## src/rtl/irq_merge_pkg.sv

```systemverilog
package irq_merge_pkg;
  localparam int DW    = 8;
  localparam int AW    = 3;
  localparam int NFUNC = 2;

  typedef enum logic [AW-1:0] {
    A_CMD      = 3'd0,
    A_CAUSE    = 3'd1,
    A_MASK     = 3'd2,
    A_GLOBAL   = 3'd3,
    A_NET_OPT  = 3'd4,
    A_NET_STAT = 3'd5,
    A_SF_OPT   = 3'd6,
    A_SF_STAT  = 3'd7
  } reg_addr_e;

  localparam int CMD_EN_BIT    = 2;
  localparam int CMD_FORCE_BIT = 3;
  localparam int CAUSE_FORCE   = 7;
  localparam int OPT_EN_BIT    = 2;
  localparam int OPT_ALT_BIT   = 5;
  localparam int OPT_LVL_BIT   = 6;
  localparam int ST_ACK_BIT    = 0;
  localparam int ST_REQ_BIT    = 1;

  localparam logic [DW-1:0] HW_CAUSE_MASK = 8'h77;
  localparam logic [DW-1:0] OPT_MASK      = 8'h64;
endpackage

```

## src/rtl/irq_cause_reg.sv

```systemverilog
module irq_cause_reg
  import irq_merge_pkg::*;
(
  input  logic          clk_i,
  input  logic          rst_ni,
  input  logic [DW-1:0] evt_i,
  input  logic          clr_we_i,
  input  logic          mask_we_i,
  input  logic          force_i,
  input  logic [DW-1:0] wdata_i,
  output logic [DW-1:0] cause_o,
  output logic [DW-1:0] mask_o,
  output logic          any_o
);
  logic [DW-1:0] cause_q, mask_q, clr_bits, set_bits;

  always_comb begin
    clr_bits = clr_we_i ? wdata_i : '0;
    set_bits = evt_i & HW_CAUSE_MASK;
    set_bits[CAUSE_FORCE] = force_i;
  end

  // set wins over clear in the same cycle
  always_ff @(posedge clk_i or negedge rst_ni) begin
    if (!rst_ni) begin
      cause_q <= '0;
      mask_q  <= '0;
    end else begin
      cause_q <= (cause_q & ~clr_bits) | set_bits;
      if (mask_we_i) mask_q <= wdata_i;
    end
  end

  assign cause_o = cause_q;
  assign mask_o  = mask_q;
  assign any_o   = |(cause_q & mask_q);
endmodule

```

## src/rtl/irq_channel.sv

```systemverilog
module irq_channel
  import irq_merge_pkg::*;
(
  input  logic          clk_i,
  input  logic          rst_ni,
  input  logic          src_i,
  input  logic          opt_we_i,
  input  logic          stat_we_i,
  input  logic          hide_i,
  input  logic [DW-1:0] wdata_i,
  output logic [DW-1:0] opt_o,
  output logic [DW-1:0] stat_o,
  output logic          pend_o,
  output logic          fire_o,
  output logic          route_o,
  output logic          level_o,
  output logic          en_o,
  output logic          ack_o,
  output logic          req_o
);
  logic [DW-1:0] opt_q;
  logic ack_q, req_q, active, active_q, fire_q, host_clr;

  assign host_clr = stat_we_i & ~wdata_i[ST_REQ_BIT];
  assign en_o     = opt_q[OPT_EN_BIT];
  assign level_o  = opt_q[OPT_LVL_BIT];
  assign route_o  = opt_q[OPT_ALT_BIT];
  assign pend_o   = req_q & en_o;
  assign active   = pend_o & ~hide_i;

  always_ff @(posedge clk_i or negedge rst_ni) begin
    if (!rst_ni) begin
      opt_q    <= '0;
      ack_q    <= 1'b0;
      req_q    <= 1'b0;
      active_q <= 1'b0;
      fire_q   <= 1'b0;
    end else begin
      if (opt_we_i)  opt_q <= wdata_i & OPT_MASK;
      if (stat_we_i) ack_q <= wdata_i[ST_ACK_BIT];
      if (ack_q) req_q <= src_i | (req_q & ~host_clr);
      else       req_q <= src_i;
      active_q <= active;
      fire_q   <= level_o ? active : (active & ~active_q);
    end
  end

  always_comb begin
    stat_o = '0;
    stat_o[ST_ACK_BIT] = ack_q;
    stat_o[ST_REQ_BIT] = req_q;
  end

  assign opt_o  = opt_q;
  assign fire_o = fire_q;
  assign ack_o  = ack_q;
  assign req_o  = req_q;
endmodule

```

## src/rtl/irq_merge_top.sv

```systemverilog
module irq_merge_top
  import irq_merge_pkg::*;
(
  input  logic          clk_i,
  input  logic          rst_ni,
  input  logic          reg_we_i,
  input  logic [AW-1:0] reg_addr_i,
  input  logic [DW-1:0] reg_wdata_i,
  output logic [DW-1:0] reg_rdata_o,
  input  logic [DW-1:0] net_evt_i,
  input  logic          sf_irq_i,
  output logic          int_n_o,
  output logic          stschg_n_o
);
  logic [DW-1:0] cause_w, mask_w;
  logic          net_any, glb_en_q, cmd_we;
  logic [NFUNC-1:0] gmask_q, src_w, fire_w, route_w, level_w, en_w, ack_w, req_w, pend_w;
  logic [NFUNC-1:0] opt_we_w, stat_we_w;
  logic [DW-1:0] opt_w  [NFUNC];
  logic [DW-1:0] stat_w [NFUNC];

  assign cmd_we = reg_we_i && (reg_addr_i == A_CMD);

  irq_cause_reg u_cause (
    .clk_i     (clk_i),
    .rst_ni    (rst_ni),
    .evt_i     (net_evt_i),
    .clr_we_i  (reg_we_i && (reg_addr_i == A_CAUSE)),
    .mask_we_i (reg_we_i && (reg_addr_i == A_MASK)),
    .force_i   (cmd_we && reg_wdata_i[CMD_FORCE_BIT]),
    .wdata_i   (reg_wdata_i),
    .cause_o   (cause_w),
    .mask_o    (mask_w),
    .any_o     (net_any)
  );

  always_ff @(posedge clk_i or negedge rst_ni) begin
    if (!rst_ni) begin
      glb_en_q <= 1'b0;
      gmask_q  <= '0;
    end else begin
      if (cmd_we) glb_en_q <= reg_wdata_i[CMD_EN_BIT];
      if (reg_we_i && (reg_addr_i == A_GLOBAL)) begin
        gmask_q[0] <= reg_wdata_i[1];
        gmask_q[1] <= reg_wdata_i[3];
      end
    end
  end

  assign src_w[0] = glb_en_q & net_any;
  assign src_w[1] = sf_irq_i;

  for (genvar f = 0; f < NFUNC; f++) begin : g_fn
    assign opt_we_w[f]  = reg_we_i && (reg_addr_i == AW'(A_NET_OPT + 2*f));
    assign stat_we_w[f] = reg_we_i && (reg_addr_i == AW'(A_NET_STAT + 2*f));
    irq_channel u_ch (
      .clk_i     (clk_i),
      .rst_ni    (rst_ni),
      .src_i     (src_w[f]),
      .opt_we_i  (opt_we_w[f]),
      .stat_we_i (stat_we_w[f]),
      .hide_i    (gmask_q[f]),
      .wdata_i   (reg_wdata_i),
      .opt_o     (opt_w[f]),
      .stat_o    (stat_w[f]),
      .pend_o    (pend_w[f]),
      .fire_o    (fire_w[f]),
      .route_o   (route_w[f]),
      .level_o   (level_w[f]),
      .en_o      (en_w[f]),
      .ack_o     (ack_w[f]),
      .req_o     (req_w[f])
    );
  end

  always_comb begin
    reg_rdata_o = '0;
    case (reg_addr_i)
      A_CAUSE:    reg_rdata_o = cause_w;
      A_MASK:     reg_rdata_o = mask_w;
      A_GLOBAL:   reg_rdata_o = {4'b0, gmask_q[1], pend_w[1], gmask_q[0], pend_w[0]};
      A_NET_OPT:  reg_rdata_o = opt_w[0];
      A_NET_STAT: reg_rdata_o = stat_w[0];
      A_SF_OPT:   reg_rdata_o = opt_w[1];
      A_SF_STAT:  reg_rdata_o = stat_w[1];
      default:    reg_rdata_o = '0;
    endcase
  end

  assign int_n_o    = ~|(fire_w & ~route_w);
  assign stschg_n_o = ~|(fire_w & route_w);
endmodule

```

## config.mk

```make
export PLATFORM = sky130hd
export DESIGN_NAME = irq_merge_top
export DESIGN_NICKNAME = d
export VERILOG_FILES = /design/src/rtl/irq_merge_pkg.sv /design/src/rtl/irq_cause_reg.sv /design/src/rtl/irq_channel.sv /design/src/rtl/irq_merge_top.sv
export SDC_FILE = /design/constraint.sdc
export NUM_CORES = 1
export LEC_CHECK = 0
export ABC_AREA = 0
export BUFFER_PORTS_ARGS = -buffer_cell sky130_fd_sc_hd__buf_2
export CELL_PAD_IN_SITES_DETAIL_PLACEMENT = 1
export CELL_PAD_IN_SITES_GLOBAL_PLACEMENT = 1
export CORE_UTILIZATION = 42
export CTS_CLUSTER_DIAMETER = 100
export CTS_CLUSTER_SIZE = 20
export DETAILED_ROUTE_END_ITERATION = 12
export GPL_TIMING_DRIVEN = 0
export PLACE_DENSITY_LB_ADDON = 0.1
export REMOVE_ABC_BUFFERS = 1
export SKIP_CTS_REPAIR_TIMING = 1
export SKIP_LAST_GASP = 1
export SLEW_MARGIN = 25
export SYNTH_ARGS = -nofsm -noshare
export SYNTH_HDL_FRONTEND = slang
export SYNTH_SLANG_ARGS = --single-unit
```

## constraint.sdc

```tcl
create_clock -name clk_i -period 1.4 [get_ports clk_i]
set_clock_uncertainty 0.2 [all_clocks]
set_input_delay 0.21 -clock clk_i [delete_from_list [all_inputs] [get_ports clk_i]]
set_output_delay 0.21 -clock clk_i [all_outputs]
set_load 0.01 [all_outputs]
```

; ---- Yosys cells after proc, flatten, opt, wreduce, memory -nomap -nowiden
; Cells that the tools add are included.
[totals]
latchBits = 0
rom_bits = 0
ram_bits = 0
output_inout_bits = 10
regBits = 33
elab_cells = 69
memories = 0
[classes]
n_addsub = 0
order_cmp = 0
reduce_logical = 15
n_shift = 0
n_bitwise = 27
eq_ne = 7
n_mul = 0
div_mod_pow = 0
muxes = 6
[ops]
columns = operator, n
row1 = 8-bit case mux with 7 select lines, 1
row2 = 8-bit AND, 2
row3 = "3-bit equality test, second input constant", 4
row4 = 1-bit AND, 11
row5 = 1-bit logical AND, 9
row6 = 8-bit two-way mux, 1
row7 = 8-bit NOT, 1
row8 = 8-bit OR, 1
row9 = 8-bit OR reduction, 1
row10 = 1-bit NOT, 7
row11 = "3-bit by 2-bit equality test with 1-bit output, second input constant", 2
row12 = 2-bit AND, 2
row13 = 1-bit two-way mux, 4
row14 = 2-bit OR reduction, 2
row15 = "3-bit by 1-bit equality test with 1-bit output, second input constant", 1
row16 = 3-bit zero test, 1
row17 = 1-bit zero test, 2
row18 = 2-bit NOT, 1
row19 = 1-bit OR, 2

; ---- Longest topological paths before layout
; Gate-level depths: netlist of the first run.
[logic_depth]
depth_word = 7
mapped_depth = 5
mapped_depth_nobuf = 3

; ---- Modules after synthesis
; A second synthesis of the first run with hierarchy kept.
[unflattened]
cells_unflattened = 202
area_unflattened_um2 = 2138.3
[modules_own_cells]
columns = module, seq_area_each_um2, n_inst, area_each_um2, cells_per_inst
row1 = irq_channel, 175.2, 2, 381.6, 35
row2 = irq_merge_top, 75.1, 1, 715.7, 86
row3 = irq_cause_reg, 400.4, 1, 659.4, 46

; ---- Least setup slack after synthesis of the first run
; OpenSTA, ideal clock, no wires.
[synth_timing]
kind = in2out
from = in reg_addr_i[0]
to = out reg_rdata_o[2]
slack_ns = -0.028
path_buffers = 1
cell_stages = 4
required_time_ns = 0.990
arrival_time_ns = 1.018
path_cell_list = buf_2 nor2b_1 a22oi_1 o221ai_1
[synth_between]
elab_chain_cells = 2
elab_cells_between_ends = 8
classes_between = 7 x eq/ne / 1 x mux
[synth_rtl]
columns = element, line_no
row1 = "start, declared", irq_merge_top.sv:7  ; input logic [AW-1:0] reg_addr_i,
row2 = "3-bit equality test, or another cell as far along", irq_merge_top.sv:78  ; case (reg_addr_i)
row3 = 8-bit case mux with 7 select lines (*), irq_merge_top.sv:78
row4 = "end, declared", irq_merge_top.sv:9  ; output logic [DW-1:0] reg_rdata_o,
; Mark *: on every way between the ends. The rest lies on a longest branch, timed or not.

; ---- Worst setup path in the final report of the first run
[layout_timing]
from = reg gmask_q[1]
to = out reg_rdata_o[3]
[layout_between]
elab_chain_cells = 1
[layout_rtl]
columns = element, line_no
row1 = "start, declared", irq_merge_top.sv:17  ; logic [NFUNC-1:0] gmask_q, src_w, fire_w, route_w, level_w, en_w, ack_w, req_w, pend_w;
row2 = "start signal, assigned", irq_merge_top.sv:45  ; gmask_q[1] <= reg_wdata_i[3];
row3 = 8-bit case mux with 7 select lines, irq_merge_top.sv:78
; No other way between the ends.

==> flow_metrics.tcl, run 1 <==
set metrics [dict create \
    drt_iter0_markers 30 \
    clk_latency_ns 0.29 \
    grt_max_degree 34 \
    grt_antenna_before_repair 0 \
    rsz0062_at_grt "yes" \
    hp-class "primary input to flop" \
    switchingPower_mw 0.753 \
    synth_compound_area_share_pct 13.8 \
    clockBufferDepth 2 \
    grt_pass1_vias 1325 \
    power_density_nw_per_um2 1160 \
    setup_ws_ns -0.336 \
    drt_pass1_iterations 4 \
    finalNonFillerCells 249 \
    wl_per_cell_um 18.0 \
    seqPwrFrac_pct 49.2 \
    syn_to_final_growth_pct 38.2 \
    syn_area_sq_um 1610 \
    synthAdderAreaFrac_pct 0 \
    rows 22 \
    nets 223 \
    antenna_cells 0 \
    crit_type "flop to output pin" \
    hold_viol_final 0 \
    place_congestion 0.769 \
    io_buffers 30 \
    via_per_inst 5.59 \
    synth.avg_cell_area_sq_um 11.3 \
    fillers 403 \
    finalCritPeriodShare_pct 124 \
    postRouteAntennaNets 0 \
    power_mw 2.57 \
    num_vias 1391 \
    pwr-share-comb_pct 23.7 \
    finalMaxSlewViolations 0 \
    wl_um 4470 \
    cp-start-kind "flop" \
    syn-instance-count 142 \
    required_ns 0.99 \
    clock_sinks 33 \
    clk_pin_slew_ns 0.07 \
    core_sq_um 3660 \
    start_util_pct 44.0 \
    synthDistinctLibCells 32 \
    grt_usage_pct 21.4 \
    cts_tree "yes" \
    post-route-min-period_ns 1.74 \
    cp-end-kind "output pin" \
    timing.hold.ws_ns 0.00373 \
    dp_cells 215 \
    crit_arrival_ns 1.33 \
    mostFrequentLayoutCells "33 x dfrtp_1, 27 x buf_2, 20 x mux2_2" \
    detailed_place_hpwl_um 2790 \
    synth.yosys.warnings 0 \
    crit_fanout 4 \
    ys_seq_elements 33 \
    switching_share_pct 29.3 \
    leakagePower_nw 0.969 \
    synth_xor_area_share_pct 0 \
    placed_area_sq_um 1790 \
    finalInstanceArea_sq_um 2220 \
    root_buffer "clkbuf_8" \
    ir_drop_v 0.000631 \
    cts_inserted_buffers 5 \
    synthMuxAreaShare_pct 17.2 \
    status "finished with violations" \
    htree_levels 2 \
    slew_headroom_pct 50.2 \
    violations "negative setup slack" \
    dieArea_sq_um 4090 \
    fmax_mhz 576 \
    synth_top_family_by_area "multiplexers" \
    pre_cts_slack_ns -0.632 \
    setup_viol 11 \
    final_common_cell "dfrtp_1" \
    cap_violations 0 \
    yosys.area_share.simple_pct 15.3 \
    die_h_um 63.9 \
    pwr-share-clk_pct 27.1 \
    overflow 0 \
    drive_gt1_share_pct 42.8 \
    grt_pass1_wl_um 6560 \
    ys_seq_area_share_pct 51.3 \
    drc 0 \
    die_w_um 63.9 \
    tightest_slew_ns 0.747 \
    internal-power_mw 1.82 \
    pin_count 33 \
]
==> area by class of cell <==
| cell class | count | area (sq um) | area share (%) |
|---|---|---|---|
| Sequential cell | 33 | 826 | 37.1 |
| Timing Repair Buffer | 56 | 437 | 19.6 |
| Clock buffer | 8 | 80.1 | 3.60 |
| Inverter | 3 | 11.3 | 0.506 |
| Multi-Input combinational cell | 101 | 811 | 36.4 |
| Tap cell | 48 | 60.1 | 2.70 |
==> registers in the layout (all words and copies together) (netlist names) <==
| signal | flops |
|---|---|
| g_fn.u_ch.fire_o | 2 |
| g_fn.u_ch.ack_o | 2 |
| u_cause.cause_o | 8 |
| g_fn.u_ch.opt_o | 6 |
| g_fn.u_ch.active_q | 2 |
| u_cause.mask_o | 8 |
| g_fn.u_ch.req_o | 2 |
| glb_en_q | 1 |
| gmask_q | 2 |
==> worst max-delay path, stage by stage, from the launching register on <==
cell     delay (ns)
dfrtp_1        0.43
mux2_2         0.30
a22oi_2        0.12
nor2_1         0.05
buf_2          0.14
==> per-stage QoR <==
| step | setup TNS [ns] | utilization, % |
|---|---|---|
| after CTS | -4.88 | 51.1 |
| after global placement | -9.79 | 48.9 |
| after detailed placement | -9.94 | 48.9 |
| after floorplan | 0 | - |
| after global routing | -2.33 | 60.8 |
| final | -1.86 | 60.8 |
==> power groups by stage <==
stage	sequential, mW	clock, mW	combinational, mW
finish	1.27	0.698	0.609
detailed placement	1.27	0	0.470
CTS	1.25	0.707	0.472
floorplan	1.22	0	0.305
global route	1.29	0.744	0.660
global placement	1.26	0	0.453
==> Yosys cell counts <==
master	n	area share, %
nor3b_1	2	0.93
or2_1	1	0.39
a22oi_1	12	5.6
buf_4	2	0.93
nand3_1	3	0.93
nor3_4	1	1.0
and3_1	1	0.39
nand4_1	3	1.2
nor3_1	4	1.2
nor2_1	8	1.9
mux2_2	21	15
o221ai_1	1	0.54
o211ai_1	2	0.93
o21ai_0	2	0.62
nand2_1	13	3.0
a21boi_0	1	0.47
or3_1	1	0.39
buf_2	2	0.62
dfrtp_1	33	51
inv_1	3	0.70
a32o_1	1	0.62
nand2b_1	3	1.2
and4bb_2	1	0.78
nor2b_1	4	1.6
o2bb2ai_1	1	0.54
clkbuf_1	1	0.23
a211o_1	1	0.54
a21oi_1	1	0.31
a21o_1	6	2.8
and2b_1	1	0.47
o22ai_1	2	0.78
mux2i_1	4	2.5
==> kinds of logic (layout without fill, tap and decap cells) <==
| family | after synthesis | count (layout) |
|---|---|---|
| AND/OR/NAND/NOR | 46 | 46 |
| flip-flops | 33 | 33 |
| AO/OA/AOI/OAI | 30 | 30 |
| multiplexers | 25 | 25 |
| buffers and inverters | 8 | 67 |
==> routing by layer <==
| metal | wire length, um | up-vias | GRT usage (%) |
|---|---|---|---|
| li1 | - | 636 | - |
| met1 | 1960 | 707 | 28.3 |
| met2 | 2240 | 38 | 33.4 |
| met3 | 168 | 10 | 5.36 |
| met4 | 99 | 0 | 8.81 |
| met5 | 0 | - | 0 |
==> worst paths after layout <==
path                                     from            endpoint  slack, ns  cells after the start
max                                gmask_q[1]      reg_rdata_o[3]      -0.34                      4
min                            reg_wdata_i[0]  g_fn[0].u_ch.ack_o      0.004                      2
max reg2reg                u_cause.cause_o[5]  g_fn[0].u_ch.req_o      -0.01                      4
min reg2reg                          glb_en_q  g_fn[0].u_ch.req_o       0.30                      1
max in group asynchronous              rst_ni  u_cause.cause_o[0]       0.19                      2
min in group asynchronous              rst_ni  u_cause.cause_o[6]       0.33                      2
Power figures use the tool's default switching activity.
==> run 2, diff against run 1 <==
==> constraint.sdc (replaced) <==
create_clock -name clk_i -period 1.4 [get_ports clk_i]
set_clock_uncertainty 0.2 [all_clocks]
set_input_delay 0.28 -clock clk_i [delete_from_list [all_inputs] [get_ports clk_i]]
set_output_delay 0.28 -clock clk_i [all_outputs]
set_load 0.01 [all_outputs]
==> run 2 against run 1 <==
Against the previous run: clock power decreased by 1%; core utilization is 0.38 points lower; sequential power is essentially flat; worst hold slack worse by 0.15 ns; setup slack worse by 0.069 ns; the flow finishes with violations (negative hold slack, negative setup slack); non-clock buffer count is 4 lower.
==> flow_metrics.tcl, run 2 (same netlist as run 1, synthesis figures left out) <==
set metrics [dict create \
    pre_cts_slack_ns -0.772 \
    wl_um 4570 \
    postRouteAntennaNets 0 \
    cap_violations 0 \
    violations "negative hold slack, negative setup slack" \
    antenna_cells 0 \
    crit_type "flop to output pin" \
    rsz0062_at_grt "yes" \
    wl_per_cell_um 18.7 \
    grt_usage_pct 21.4 \
    nets 219 \
    mostFrequentLayoutCells "33 x dfrtp_1, 27 x buf_2, 20 x mux2_2, 12 x nand2_1, 11 x buf_4" \
    cts_tree "yes" \
    die_h_um 63.9 \
    root_buffer "clkbuf_8" \
    r2r_cells 4 \
    setup_viol 11 \
    finalCritPeriodShare_pct 129 \
    gr-usage-met3_pct 5.36 \
    finalNonFillerCells 245 \
    met2_usage_pct 33.4 \
    slowest_delay_ns 0.40 \
    hold_viol_final 33 \
    ir_drop_v 0.000579 \
    leakagePower_nw 0.958 \
    grt_antenna_before_repair 0 \
    final_common_cell "dfrtp_1" \
    cts_inserted_buffers 5 \
    num_vias 1364 \
    hp-class "primary input to asynchronous set/reset pin" \
    place_congestion 0.769 \
    r2r_end "g_fn[0].u_ch.req_o" \
    setup_ws_ns -0.405 \
    finalInstanceArea_sq_um 2210 \
    pin_count 33 \
    drc 0 \
    io_buffers 30 \
    tightest_slew_ns 0.746 \
    start_util_pct 44.0 \
    crit_fanout 3 \
    drt_iter0_markers 51 \
    drt_pass1_iterations 4 \
    r2r-start "u_cause.cause_o[5]" \
    dp_cells 215 \
    drive_gt1_share_pct 45.2 \
    required_ns 0.92 \
    syn_to_final_growth_pct 37.3 \
    rows 22 \
    grt_use_met1_pct 28.3 \
    clk_latency_ns 0.28 \
    detailed_place_hpwl_um 2790 \
    status "finished with violations" \
    via_per_inst 5.57 \
    grt_pass1_vias 1325 \
    htree_levels 2 \
    clockBufferDepth 2 \
    busiest_layer "met2" \
    crit_arrival_ns 1.32 \
    clk_pin_slew_ns 0.07 \
    timing.hold.ws_ns -0.144 \
    slew_headroom_pct 50.2 \
    post-route-min-period_ns 1.80 \
    cp-end-kind "output pin" \
    grt_pass1_wl_um 6560 \
    power_density_nw_per_um2 1160 \
    clock_sinks 33 \
    finalMaxSlewViolations 0 \
    dieArea_sq_um 4090 \
    r2r_slack_ns -0.03 \
    placed_area_sq_um 1790 \
    die_w_um 63.9 \
    core_sq_um 3660 \
    overflow 0 \
    cp-start-kind "flop" \
    path_cells "mux2i_1 -> nor2_1 -> a211o_1 -> buf_2" \
    crit_slowest_cell "dfrtp_1" \
    grt_max_degree 34 \
    fmax_mhz 554 \
]
run 2: changes by cell type in the layout (fill, tap and decap cells not counted), sizes merged:
cell / previous run / this run
dlygate4sd3: 12 / 7
buf: 42 / 44
clkbuf: 10 / 9
run 2: worst max path at each step:
stage / start / endpoint / slack, ns / cells past startpoint
final: g_fn[0].u_ch.ack_o / reg_rdata_o[0] / -0.40 / 4
after global routing: g_fn[0].u_ch.ack_o / reg_rdata_o[0] / -0.45 / 4
after CTS: reg_addr_i[1] / reg_rdata_o[2] / -0.78 / 5
after detailed placement: reg_addr_i[1] / reg_rdata_o[2] / -0.77 / 5
after global placement: reg_addr_i[1] / reg_rdata_o[2] / -0.74 / 5
after floorplan: reg_addr_i[1] / reg_rdata_o[2] / -0.01 / 3
run 2: routing by layer:
layer,vias up,part of all wire [%]
met1,697,46
met4,0,0.79
met5,-,0
met2,35,50
met3,4,3.2
li1,628,-
run 2: cell type report:
class                           instances  area (sq um)
Tap cell                               48          60.1
Sequential cell                        33           826
Fill cell                             405          1450
Clock buffer                            8          80.1
Timing Repair Buffer                   52           409
Inverter                                3          11.3
Multi-Input combinational cell        101           825
run 2: worst max-delay path, delay by kind of cell, from the launching register on:
kind | cells | cell delay [ns]
flops | 1 | 0.40
compound gates | 1 | 0.27
mux | 1 | 0.16
buf+inv | 1 | 0.14
simple gates | 1 | 0.07
run 2: power breakdown:
part | total [mW] | internal (mW) | switching [mW]
Sequential | 1.27 | 1.12 | 0.151
Clock | 0.689 | 0.353 | 0.336
Combinational | 0.612 | 0.347 | 0.265
Total | 2.57 | 1.82 | 0.752
run 2: metrics by stage:
stage	TNS (ns)	util, %	power, mW
floorplan	-0.00960	-	1.53
global placement	-12.73	48.9	1.71
detailed placement	-12.89	48.9	1.74
CTS	-6.98	51.1	2.43
global route	-3.09	60.4	2.70
finish	-2.60	60.4	2.57
